$ cat src/rtl/rn_pkg.sv
package rn_pkg;
    // Bits needed to index n items, never less than one.
    function automatic int unsigned rn_bits(int unsigned n);
        return (n > 1) ? $clog2(n) : 1;
    endfunction
endpackage

$ cat src/rtl/rn_tag_fifo.sv
module rn_tag_fifo
    import rn_pkg::*;
#(
    parameter int unsigned DEPTH     = 4,
    parameter int unsigned TW        = 3,
    parameter bit          INIT_FULL = 1'b0,
    parameter int unsigned INIT_BASE = 0
) (
    input  logic                              clk,
    input  logic                              rst_n,
    input  logic                              push,
    input  logic [TW-1:0]                     push_tag,
    input  logic                              pop,
    output logic [TW-1:0]                     head_tag,
    output logic                              empty,
    output logic                              full,
    output logic [rn_bits(DEPTH+1)-1:0]       count
);
    localparam int unsigned PW = rn_bits(DEPTH);
    localparam int unsigned CW = rn_bits(DEPTH + 1);

    typedef struct packed {
        logic [DEPTH-1:0][TW-1:0] mem;
        logic [PW-1:0]            rd;
        logic [PW-1:0]            wr;
        logic [CW-1:0]            cnt;
    } fifo_st_t;

    fifo_st_t st_d, st_q, st_rst;

    function automatic logic [PW-1:0] ptr_inc(logic [PW-1:0] p);
        return (p == PW'(DEPTH - 1)) ? '0 : p + 1'b1;
    endfunction

    always_comb begin
        st_rst = '0;
        if (INIT_FULL) begin
            for (int i = 0; i < DEPTH; i++) begin
                st_rst.mem[i] = TW'(INIT_BASE + i);
            end
            st_rst.cnt = CW'(DEPTH);
        end
    end

    always_comb begin
        st_d = st_q;
        if (push) begin
            st_d.mem[st_q.wr] = push_tag;
            st_d.wr           = ptr_inc(st_q.wr);
        end
        if (pop) begin
            st_d.rd = ptr_inc(st_q.rd);
        end
        if (push && !pop) begin
            st_d.cnt = st_q.cnt + 1'b1;
        end else if (pop && !push) begin
            st_d.cnt = st_q.cnt - 1'b1;
        end
    end

    always_ff @(posedge clk) begin
        if (!rst_n) begin
            st_q <= st_rst;
        end else begin
            st_q <= st_d;
        end
    end

    assign head_tag = st_q.mem[st_q.rd];
    assign empty    = (st_q.cnt == '0);
    assign full     = (st_q.cnt == CW'(DEPTH));
    assign count    = st_q.cnt;
endmodule

$ cat src/rtl/rn_map_table.sv
module rn_map_table
    import rn_pkg::*;
#(
    parameter int unsigned LOG_N = 4,
    parameter int unsigned TW    = 3
) (
    input  logic                      clk,
    input  logic                      rst_n,
    input  logic [rn_bits(LOG_N)-1:0] rd_a_idx,
    input  logic [rn_bits(LOG_N)-1:0] rd_b_idx,
    input  logic [rn_bits(LOG_N)-1:0] rd_c_idx,
    output logic [TW-1:0]             rd_a_tag,
    output logic [TW-1:0]             rd_b_tag,
    output logic [TW-1:0]             rd_c_tag,
    input  logic                      wr_en,
    input  logic [rn_bits(LOG_N)-1:0] wr_idx,
    input  logic [TW-1:0]             wr_tag,
    output logic [LOG_N*TW-1:0]       map_flat
);
    typedef struct packed {
        logic [LOG_N-1:0][TW-1:0] ent;
    } map_st_t;

    map_st_t st_d, st_q, st_rst;

    always_comb begin
        for (int i = 0; i < LOG_N; i++) begin
            st_rst.ent[i] = TW'(i);
        end
    end

    always_comb begin
        st_d = st_q;
        if (wr_en) begin
            st_d.ent[wr_idx] = wr_tag;
        end
    end

    always_ff @(posedge clk) begin
        if (!rst_n) begin
            st_q <= st_rst;
        end else begin
            st_q <= st_d;
        end
    end

    // Reads see the registered table: same-cycle writes are not forwarded.
    assign rd_a_tag = st_q.ent[rd_a_idx];
    assign rd_b_tag = st_q.ent[rd_b_idx];
    assign rd_c_tag = st_q.ent[rd_c_idx];
    assign map_flat = st_q.ent;
endmodule

$ cat src/rtl/reg_rename_unit.sv
module reg_rename_unit
    import rn_pkg::*;
#(
    parameter int unsigned LOG_N  = 4,
    parameter int unsigned PHYS_N = 8
) (
    input  logic                       clk,
    input  logic                       rst_n,
    input  logic                       ren_valid,
    input  logic [rn_bits(LOG_N)-1:0]  ren_lsrc_a,
    input  logic [rn_bits(LOG_N)-1:0]  ren_lsrc_b,
    input  logic [rn_bits(LOG_N)-1:0]  ren_ldst,
    output logic                       ren_ready,
    output logic [rn_bits(PHYS_N)-1:0] ren_psrc_a,
    output logic [rn_bits(PHYS_N)-1:0] ren_psrc_b,
    output logic [rn_bits(PHYS_N)-1:0] ren_pdst,
    input  logic                       ret_valid
);
    localparam int unsigned TW   = rn_bits(PHYS_N);
    localparam int unsigned POOL = PHYS_N - LOG_N;
    localparam int unsigned CW   = rn_bits(POOL + 1);

    logic          fl_empty, fl_full, rq_empty, rq_full;
    logic [CW-1:0] fl_cnt, rq_cnt;
    logic [TW-1:0] fl_head, rq_head, old_dst_tag;
    logic          ren_fire, ret_go;
    logic [LOG_N*TW-1:0] map_flat;

    assign ren_ready = !fl_empty;
    assign ren_fire  = ren_valid && ren_ready;
    assign ret_go    = ret_valid && !rq_empty;
    assign ren_pdst  = fl_head;

    rn_map_table #(.LOG_N(LOG_N), .TW(TW)) map_i (
        .clk      (clk),
        .rst_n    (rst_n),
        .rd_a_idx (ren_lsrc_a),
        .rd_b_idx (ren_lsrc_b),
        .rd_c_idx (ren_ldst),
        .rd_a_tag (ren_psrc_a),
        .rd_b_tag (ren_psrc_b),
        .rd_c_tag (old_dst_tag),
        .wr_en    (ren_fire),
        .wr_idx   (ren_ldst),
        .wr_tag   (fl_head),
        .map_flat (map_flat)
    );

    rn_tag_fifo #(.DEPTH(POOL), .TW(TW), .INIT_FULL(1'b1), .INIT_BASE(LOG_N)) free_i (
        .clk      (clk),
        .rst_n    (rst_n),
        .push     (ret_go),
        .push_tag (rq_head),
        .pop      (ren_fire),
        .head_tag (fl_head),
        .empty    (fl_empty),
        .full     (fl_full),
        .count    (fl_cnt)
    );

    rn_tag_fifo #(.DEPTH(POOL), .TW(TW), .INIT_FULL(1'b0), .INIT_BASE(0)) retq_i (
        .clk      (clk),
        .rst_n    (rst_n),
        .push     (ren_fire),
        .push_tag (old_dst_tag),
        .pop      (ret_go),
        .head_tag (rq_head),
        .empty    (rq_empty),
        .full     (rq_full),
        .count    (rq_cnt)
    );
endmodule

$ cat config.mk
export PLATFORM = sky130hd
export DESIGN_NAME = reg_rename_unit
export DESIGN_NICKNAME = d
export VERILOG_FILES = /design/src/rtl/rn_pkg.sv /design/src/rtl/rn_tag_fifo.sv /design/src/rtl/rn_map_table.sv /design/src/rtl/reg_rename_unit.sv
export SDC_FILE = /design/constraint.sdc
export NUM_CORES = 1
export LEC_CHECK = 0
export ABC_AREA = 1
export BUFFER_PORTS_ARGS = -buffer_cell sky130_fd_sc_hd__buf_2
export CAP_MARGIN = 20
export CELL_PAD_IN_SITES_DETAIL_PLACEMENT = 1
export CELL_PAD_IN_SITES_GLOBAL_PLACEMENT = 1
export CORE_ASPECT_RATIO = 0.5
export CORE_MARGIN = 1
export CORE_UTILIZATION = 39
export DETAILED_ROUTE_END_ITERATION = 7
export MAX_ROUTING_LAYER = met4
export PLACE_DENSITY = 0.83
export SLEW_MARGIN = 20
export SYNTH_ARGS = -nofsm -noshare
export SYNTH_HDL_FRONTEND = slang
export SYNTH_SLANG_ARGS = --single-unit
$ cat constraint.sdc
create_clock -name clk -period 1.8 [get_ports clk]
set_clock_uncertainty 0.15 [all_clocks]
set_input_delay 0.18 -clock clk [delete_from_list [all_inputs] [get_ports clk]]
set_output_delay 0.18 -clock clk [all_outputs]
set_load 0.05 [all_outputs]
==> results of run 1 <==
## power by group
part / switching, mW / internal [mW] / total, mW
Combinational: 1.46 / 0.857 / 2.31
Clock: 0.424 / 0.553 / 0.977
Sequential: 0.195 / 1.35 / 1.55
## stage by stage
step | std cells | setup TNS [ps] | setup WS, ps
4_1_cts | 565 | -4.40 | -4.40
2_1_floorplan | 442 | -308 | -117
3_5_place_dp | 556 | -21.7 | -14.5
3_3_place_gp | 556 | 0 | 45.2
5_1_grt | 571 | -271 | -117
6_report | 571 | -36.6 | -35.8
## Yosys cell counts, types with 2 or more instances
cell type and number:
nand3_4 8, o21ai_0 5, clkinv_1 5, a21oi_1 17, nand3_1 31, clkbuf_1 2
inv_2 24, nor2_4 2, fa_1 2, dfxtp_1 50, nor2_1 76, inv_1 35
buf_2 4, o21ai_1 17, buf_6 3, ha_1 12, nand2_1 141
## area by class of cell
cell class | count | area share (%)
flip-flops and latches | 50 | 29.5
inverters | 65 | 7.41
clock inverters | 1 | 0.146
multi-input cells | 317 | 47.8
clock buffers | 7 | 4.16
well taps | 92 | 3.36
repair buffers | 39 | 7.66
## cell families after synthesis
kind of cell / count (synthesis) / share of synthesized area, %
flip-flops: 50 / 34.6
AO/OA/AOI/OAI: 39 / 6.75
buffers and inverters: 75 / 10.9
adder cells (fa/ha/maj): 14 / 6.58
AND/OR/NAND/NOR: 264 / 41.1
## worst max-delay path: stages, from the launching register on
cell	delay, ps
dfxtp_4	350
nor2_4	170
nand2_8	70
nand2_8	80
ha_4	130
inv_4	30
fa_2	320
or2_1	260
nand4_1	90
nand3_1	70
## per-layer routing
layer	part of all wire [%]	GRT usage, %	wire length, um	vias up
li1	-	-	-	1420
met1	49	28.7	3960	1306
met2	48	37.4	3810	26
met3	2.0	3.83	159	9
met4	1.2	5.57	93	0
met5	0	-	0	-
## flip-flops by register name, indices dropped and copies added, names as in the netlist
signal          flops
map_i.map_flat     12
free_i.st_q        16
free_i.count        3
retq_i.count        3
retq_i.st_q        16
## repair_timing
| action | CTS | global route |
|---|---|---|
| setup endpoints to repair | 2 | 7 |
| pin swaps | 3 | 8 |
| setup buffers | 1 | 6 |
| resized for setup | 1 | 15 |
## worst paths after layout
| check | startpoint | endpoint | slack, ps | depth (start not counted) |
|---|---|---|---|---|
| worst min register to register | free_i.st_q[10] | free_i.st_q[10] | 330 | 2 |
| worst max-delay path | free_i.count[0] | free_i.count[2] | -40 | 9 |
| worst min-delay path | rst_n | map_i.map_flat[10] | 90 | 2 |
| worst max register to register | free_i.count[0] | free_i.count[2] | -40 | 9 |
==> qor.csv, run 1 <==
stage,metric,value,unit
sta,setup_viol,2,
status,outcome,"complete, but fails checks",
critical_path,path_class,flop to flop,
synthesis,synth_area,2890,um2
synthesis,syn_inst,442,
sta,max_clock_freq,545,MHz
clock_network,cts.sinks,50,
clock_network,cts_buffers,5,
critical_path,critPathLaunchType,flop,
clock_network,cts-root-buf,clkbuf_16,
floorplanning,die_y,62.9,um
status,violations,setup timing,
finish,multi_input_area,1640,um2
floorplanning,dieArea,7780,um2
route,drt_iter0_drc,143,
power_and_ir_drop,power.leakage,1.80,nW
floorplanning,initial_core_util,41.8,%
sta,worst_pin_slew,394,ps
synthesis,synth_cell_types,25,
route,antenna_left,0,
floorplanning,rows,21,
placement,dpl.hpwl,5910,um
synthesis,synth_flop_cell,dfxtp_1,
route,routed_wl,8020,um
route,vias,2761,
finish,final_core_util,49.6,%
finish,diodes,0,
floorplanning,die_w,124,um
synthesis,yosys_warnings,0,
min_path,min_path_type,input port to flop,
global_routing,grt_max_degree,25,
route,vias_per_cell,4.84,
clock_network,clkTransAtPathRegs,70,ps
global_routing,grt_pass1_vias,2711,
power_and_ir_drop,cellPowerDensity,1410,nW/um2
sta,hold_slack,87.8,ps
finish,mostFrequentLayoutCell,nand2_1,
synthesis,synth_top_area_share,34.6,%
synthesis,yosys.area.top_type,dfxtp_1,
finish,final_area,3430,um2
flow_run,maxCapViolCount,0,
placement,gp_congestion,0.784,
route,post-route-drc-count,0,
critical_path,cp_max_fo,3,
finish,finalNetCount,502,
floorplanning,ioPinCount,20,
global_routing,grt_pass1_wl,13200,um
sta,fin_ws,-35.8,ps
placement,place_area,3190,um2
clock_network,insertion_delay,290,ps
sta,min_period,1840,ps
power_and_ir_drop,p_total,4.84,mW
power_and_ir_drop,max-vdd-ir-drop,0.549,mV
synthesis,ys_ff_latch,50,
critical_path,arrival,1870,ps
finish,layout_common_cells,"nand2_1 (139), nor2_1 (75), dfxtp_1 (44), inv_1 (32), nand3_1 (30)",
finish,syn_to_final_growth,18.6,%
critical_path,crit_path_end_kind,flop,
critical_path,required,1830,ps
global_routing,grt_overflow,0,
route,dr.pass1.iters,4,
sta,rsz0062_at_grt,true,
route,post_drt_wl_per_cell,14.0,um
synthesis,syn_area_per_cell,6.54,um2
synthesis,synthArstFlopShare,0,%
synthesis,synth_nets,466,
finish,fill_cells,944,
placement,port_buffers,19,
sta,maxSlewHeadroom,73.7,%
floorplanning,core_area,6910,um2
sta,slew_viol_final,0,
clock_network,clockBufferDepth,2,
clock_network,cts_tree,yes,
synthesis,ys_seq_area_share,34.6,%
finish,regArea,1010,um2
sta,finalCritPeriodShare,102,%
finish,drive_gt1_share,21.7,%
clock_network,ctsHoldBuffers,0,
sta,hold_viol_final,0,
global_routing,antenna_found_initial,0,
synthesis,synth_edf_count,0,
clock_network,htreeDepth,2,
global_routing,grt_usage,22.7,%
synthesis,synthTopCellsByArea,"dfxtp_1 (35%), nand2_1 (18%), nor2_1 (9.9%)",
No activity file was read; power rests on OpenSTA's default activity.
==> inputs of run 2 (changes only) <==
ABC_AREA = unset   (was 1)
CORE_UTILIZATION = 44   (was 39)
CTS_BUF_LIST = sky130_fd_sc_hd__clkbuf_8   (was unset)
PLACE_DENSITY = 0.85   (was 0.83)
==> run 2 against run 1 <==
Net effect:
- the run still ends with setup timing left
- design area is 11% lower
- global-route usage is 3.7 points higher
- total power is 15% lower
- sequential cell count stayed put
- largest cell class unchanged
- area after synthesis is 12% lower
- count of clock-buffer cells in the layout is 1 lower
- via count is 21% lower
- clock power is 15% lower
- largest power group unchanged
- combinational power is 22% lower
- final cell count is 37% lower
==> qor.csv, run 2 <==
stage,metric,value,unit,change
synthesis,ys_seq_area_share,39.3,%,was 34.6%
placement,port_buffers,19,,unchanged
synthesis,synth_top_area_share,39.3,%,was 34.6%
synthesis,synthArstFlopShare,0,%,unchanged
route,post_drt_wl_per_cell,22.7,um,was 14.0 um
global_routing,grt_usage,26.3,%,was 22.7%
sta,worst_pin_slew,491,ps,was 394 ps
finish,syn_to_final_growth,19.2,%,was 18.6%
synthesis,syn_inst,248,,was 442
status,outcome,"complete, but fails checks",,unchanged
critical_path,r2r_start,free_i.count[1],,was free_i.count[0]
clock_network,cts_tree,yes,,unchanged
critical_path,crit_path_end_kind,flop,,unchanged
route,dr.pass1.iters,4,,unchanged
global_routing,grt_overflow,0,,unchanged
min_path,min_path_type,input port to flop,,unchanged
sta,finalCritPeriodShare,114,%,was 102%
placement,dpl.hpwl,5100,um,was 5910 um
floorplanning,rows,19,,was 21
floorplanning,die_w,110,um,was 124 um
sta,hold_viol_final,0,,unchanged
clock_network,cts.sinks,50,,unchanged
finish,finalNetCount,308,,was 502
critical_path,cp_max_fo,3,,unchanged
floorplanning,initial_core_util,46.1,%,was 41.8%
clock_network,insertion_delay,320,ps,was 290 ps
power_and_ir_drop,p_total,4.13,mW,was 4.84 mW
placement,gp_congestion,0.848,,was 0.784
synthesis,synth_nets,272,,was 466
synthesis,synthTopCellsByArea,"dfxtp_1 (39%), mux4_2 (11%), mux2i_1 (7.1%)",,"was dfxtp_1 (35%), nand2_1 (18%), nor2_1 (9.9%)"
power_and_ir_drop,cellPowerDensity,1360,nW/um2,was 1410 nW/um2
route,post-route-drc-count,0,,unchanged
min_path,min_from,ren_ldst[1],,was rst_n
critical_path,reg2regPathDepth,7,,was 9
critical_path,r2r_end,free_i.count[2],,unchanged
finish,drive_gt1_share,33.5,%,was 21.7%
global_routing,grt_pass1_vias,2272,,was 2711
critical_path,critPathLaunchType,flop,,unchanged
sta,min_period,2050,ps,was 1840 ps
clock_network,clockBufferDepth,2,,unchanged
global_routing,grt_max_degree,43,,was 25
clock_network,cts_buffers,5,,unchanged
synthesis,synth_cell_types,32,,was 25
power_and_ir_drop,max-vdd-ir-drop,0.557,mV,was 0.549 mV
sta,setup_viol,4,,was 2
synthesis,synth_area,2540,um2,was 2890 um2
clock_network,htreeDepth,2,,unchanged
synthesis,yosys_warnings,0,,unchanged
placement,place_area,2840,um2,was 3190 um2
sta,fin_ws,-254,ps,was -35.8 ps
route,vias,2193,,was 2761
finish,layout_common_cells,"dfxtp_1 (42), nand2_1 (35), buf_4 (23), mux2i_1 (18), buf_2 (16)",,"was nand2_1 (139), nor2_1 (75), dfxtp_1 (44), inv_1 (32), nand3_1 (30)"
synthesis,syn_area_per_cell,10.3,um2,was 6.54 um2
critical_path,path_class,flop to flop,,unchanged
global_routing,grt_pass1_wl,11700,um,was 13200 um
critical_path,arrival,2150,ps,was 1870 ps
finish,diodes,0,,unchanged
flow_run,maxCapViolCount,0,,unchanged
route,routed_wl,8110,um,was 8020 um
critical_path,r2r_slack,-250,ps,was -40 ps
synthesis,yosysMostFrequentCell,dfxtp_1,,was nand2_1
clock_network,cts-root-buf,clkbuf_8,,was clkbuf_16
finish,final_cells,357,,was 571
status,violations,setup timing,,unchanged
synthesis,synth_edf_count,0,,unchanged
sta,maxSlewHeadroom,67.2,%,was 73.7%
route,vias_per_cell,6.14,,was 4.84
critical_path,critPathSlowestCell,dfxtp_4,,unchanged
finish,mostFrequentLayoutCell,dfxtp_1,,was nand2_1
finish,fill_cells,619,,was 944
min_path,holdPathEnd,map_i.map_flat[11],,was map_i.map_flat[10]
sta,slew_viol_final,0,,unchanged
synthesis,ys_ff_latch,50,,unchanged
power_and_ir_drop,sw_frac_of_total,38.9,%,was 42.9%
global_routing,antenna_found_initial,0,,unchanged
power_and_ir_drop,p_int,2.52,mW,was 2.76 mW
floorplanning,dieArea,6110,um2,was 7780 um2
power_and_ir_drop,power_frac_seq,36.3,%,was 32.0%
synthesis,yosys.area.top_type,dfxtp_1,,unchanged
critical_path,cp_cell_sequence,o31ai_4 -> ha_4 -> inv_2 -> fa_2 -> xor2_1 -> or3_1 -> nand3_1,,was nor2_4 -> nand2_8 -> nand2_8 -> ha_4 -> inv_4 -> fa_2 -> or2_1 -> nand4_1 -> nand3_1
critical_path,required,1900,ps,was 1830 ps
power_and_ir_drop,combPwrFrac,43.7,%,was 47.8%
sta,rsz0062_at_grt,true,,unchanged
placement,dp.cells,343,,was 556
route,drt_iter0_drc,176,,was 143
critical_path,slowest_delay,360,ps,was 350 ps
sta,max_clock_freq,487,MHz,was 545 MHz
min_path,holdPathStages,3,,was 2
synthesis,synth_flop_cell,dfxtp_1,,unchanged
power_and_ir_drop,p_sw,1.61,mW,was 2.08 mW
floorplanning,die_y,55.8,um,was 62.9 um
floorplanning,core_area,5520,um2,was 6910 um2
route,antenna_left,0,,unchanged
clock_network,clkTransAtPathRegs,90,ps,was 70 ps
power_and_ir_drop,power_frac_clock,20.0,%,was 20.2%
floorplanning,ioPinCount,20,,unchanged
finish,final_area,3030,um2,was 3430 um2
power_and_ir_drop,power.leakage,1.21,nW,was 1.80 nW
synthesis,synth_commonest_cells,"dfxtp_1 (50), nand2_1 (35), mux2i_1 (18), o22ai_1 (15), o21ai_0 (13)",,"was nand2_1 (141), nor2_1 (76), dfxtp_1 (50), inv_1 (35), nand3_1 (31)"
-- run 2: cell count changes in the layout (fill, tap and decap cells not counted), moves of 6 or more --
cell	delta
nand3_4	-8
o311ai_2	+6
o21ai_0	+8
inv_1	-27
mux2i_1	+18
nor2_1	-69
o21ai_1	-15
mux4_2	+12
inv_2	-16
o22ai_1	+15
nand3_1	-19
or3_1	+6
nand2_1	-104
a21oi_1	-7
-- run 2: cell families (layout without fill, tap and decap cells) --
group,Yosys count,count (layout),synth area share [%]
multiplexers,33,33,19.0
AO/OA/AOI/OAI,53,53,16.4
adder cells (fa/ha/maj),14,14,7.47
buffers and inverters,26,62,4.18
flip-flops,50,50,39.3
AND/OR/NAND/NOR,68,68,12.2
XOR/XNOR,4,4,1.38
-- run 2: what timing repair did --
action,4_1_cts,5_1_grt
setup endpoints to repair,7,8
resized for setup,10,2
hold buffers,0,0
setup buffers,5,2
pin swaps,4,2
-- run 2: routing by layer --
layer / global-route usage, % / vias to the layer above / part of all wire [%] / routed length, um
met5: - / - / 0 / 0
met4: 8.76 / 0 / 2.6 / 210
met3: 4.22 / 25 / 5.6 / 451
met2: 45.8 / 107 / 50 / 4050
met1: 31.1 / 1088 / 42 / 3390
li1: - / 973 / - / -
-- run 2: how the worst max path moves through the flow --
stage                       to  cells after the start  slack (ps)            start
4_1_cts        retq_i.count[2]                      7        -230  retq_i.count[0]
2_1_floorplan  retq_i.count[2]                      7        -300  retq_i.count[2]
6_report       free_i.count[2]                      7        -250  free_i.count[1]
5_1_grt        free_i.count[2]                      7        -320  free_i.count[1]
3_5_place_dp   retq_i.count[2]                      7        -260  retq_i.count[2]
3_3_place_gp   retq_i.count[2]                      7        -170  retq_i.count[2]
-- run 2: layout make-up --
type / instances / area (um2) / share of cell area (%)
multi-input cells: 172 / 1480 / 48.7
flip-flops and latches: 50 / 1020 / 33.6
repair buffers: 42 / 287 / 9.44
well taps: 73 / 91.3 / 3.01
clock buffers: 6 / 82.6 / 2.72
inverters: 13 / 48.8 / 1.61
clock inverters: 1 / 30.0 / 0.990
-- run 2: worst max-delay path: cells and delay by family (launching register included) --
kind / cells / cell delay [ps]
AND/OR/NAND/NOR: 2 / 410
flip-flops: 1 / 360
AO/OA/AOI/OAI: 1 / 350
XOR/XNOR: 1 / 160
buffers and inverters: 1 / 30
adder cells (fa/ha/maj): 2 / 520
-- run 2: metrics by stage --
| step | setup WS [ps] | hold WS [ps] | utilization [%] | setup TNS (ps) |
|---|---|---|---|---|
| 3_5_place_dp | -264 | 304 | 51.6 | -741 |
| 4_1_cts | -233 | 90.9 | 54.7 | -745 |
| 6_report | -254 | 104 | 55.0 | -739 |
| 5_1_grt | -318 | 115 | 55.0 | -1060 |
| 2_1_floorplan | -300 | 222 | - | -849 |
| 3_3_place_gp | -169 | 296 | 51.6 | -363 |
-- run 2: power groups by stage --
stage,clock network [mW],registers (mW),logic [mW]
2_1_floorplan,0,1.52,1.04
3_3_place_gp,0,1.47,1.49
3_5_place_dp,0,1.51,1.62
4_1_cts,0.820,1.49,1.73
5_1_grt,0.871,1.52,1.94
6_report,0.827,1.50,1.80
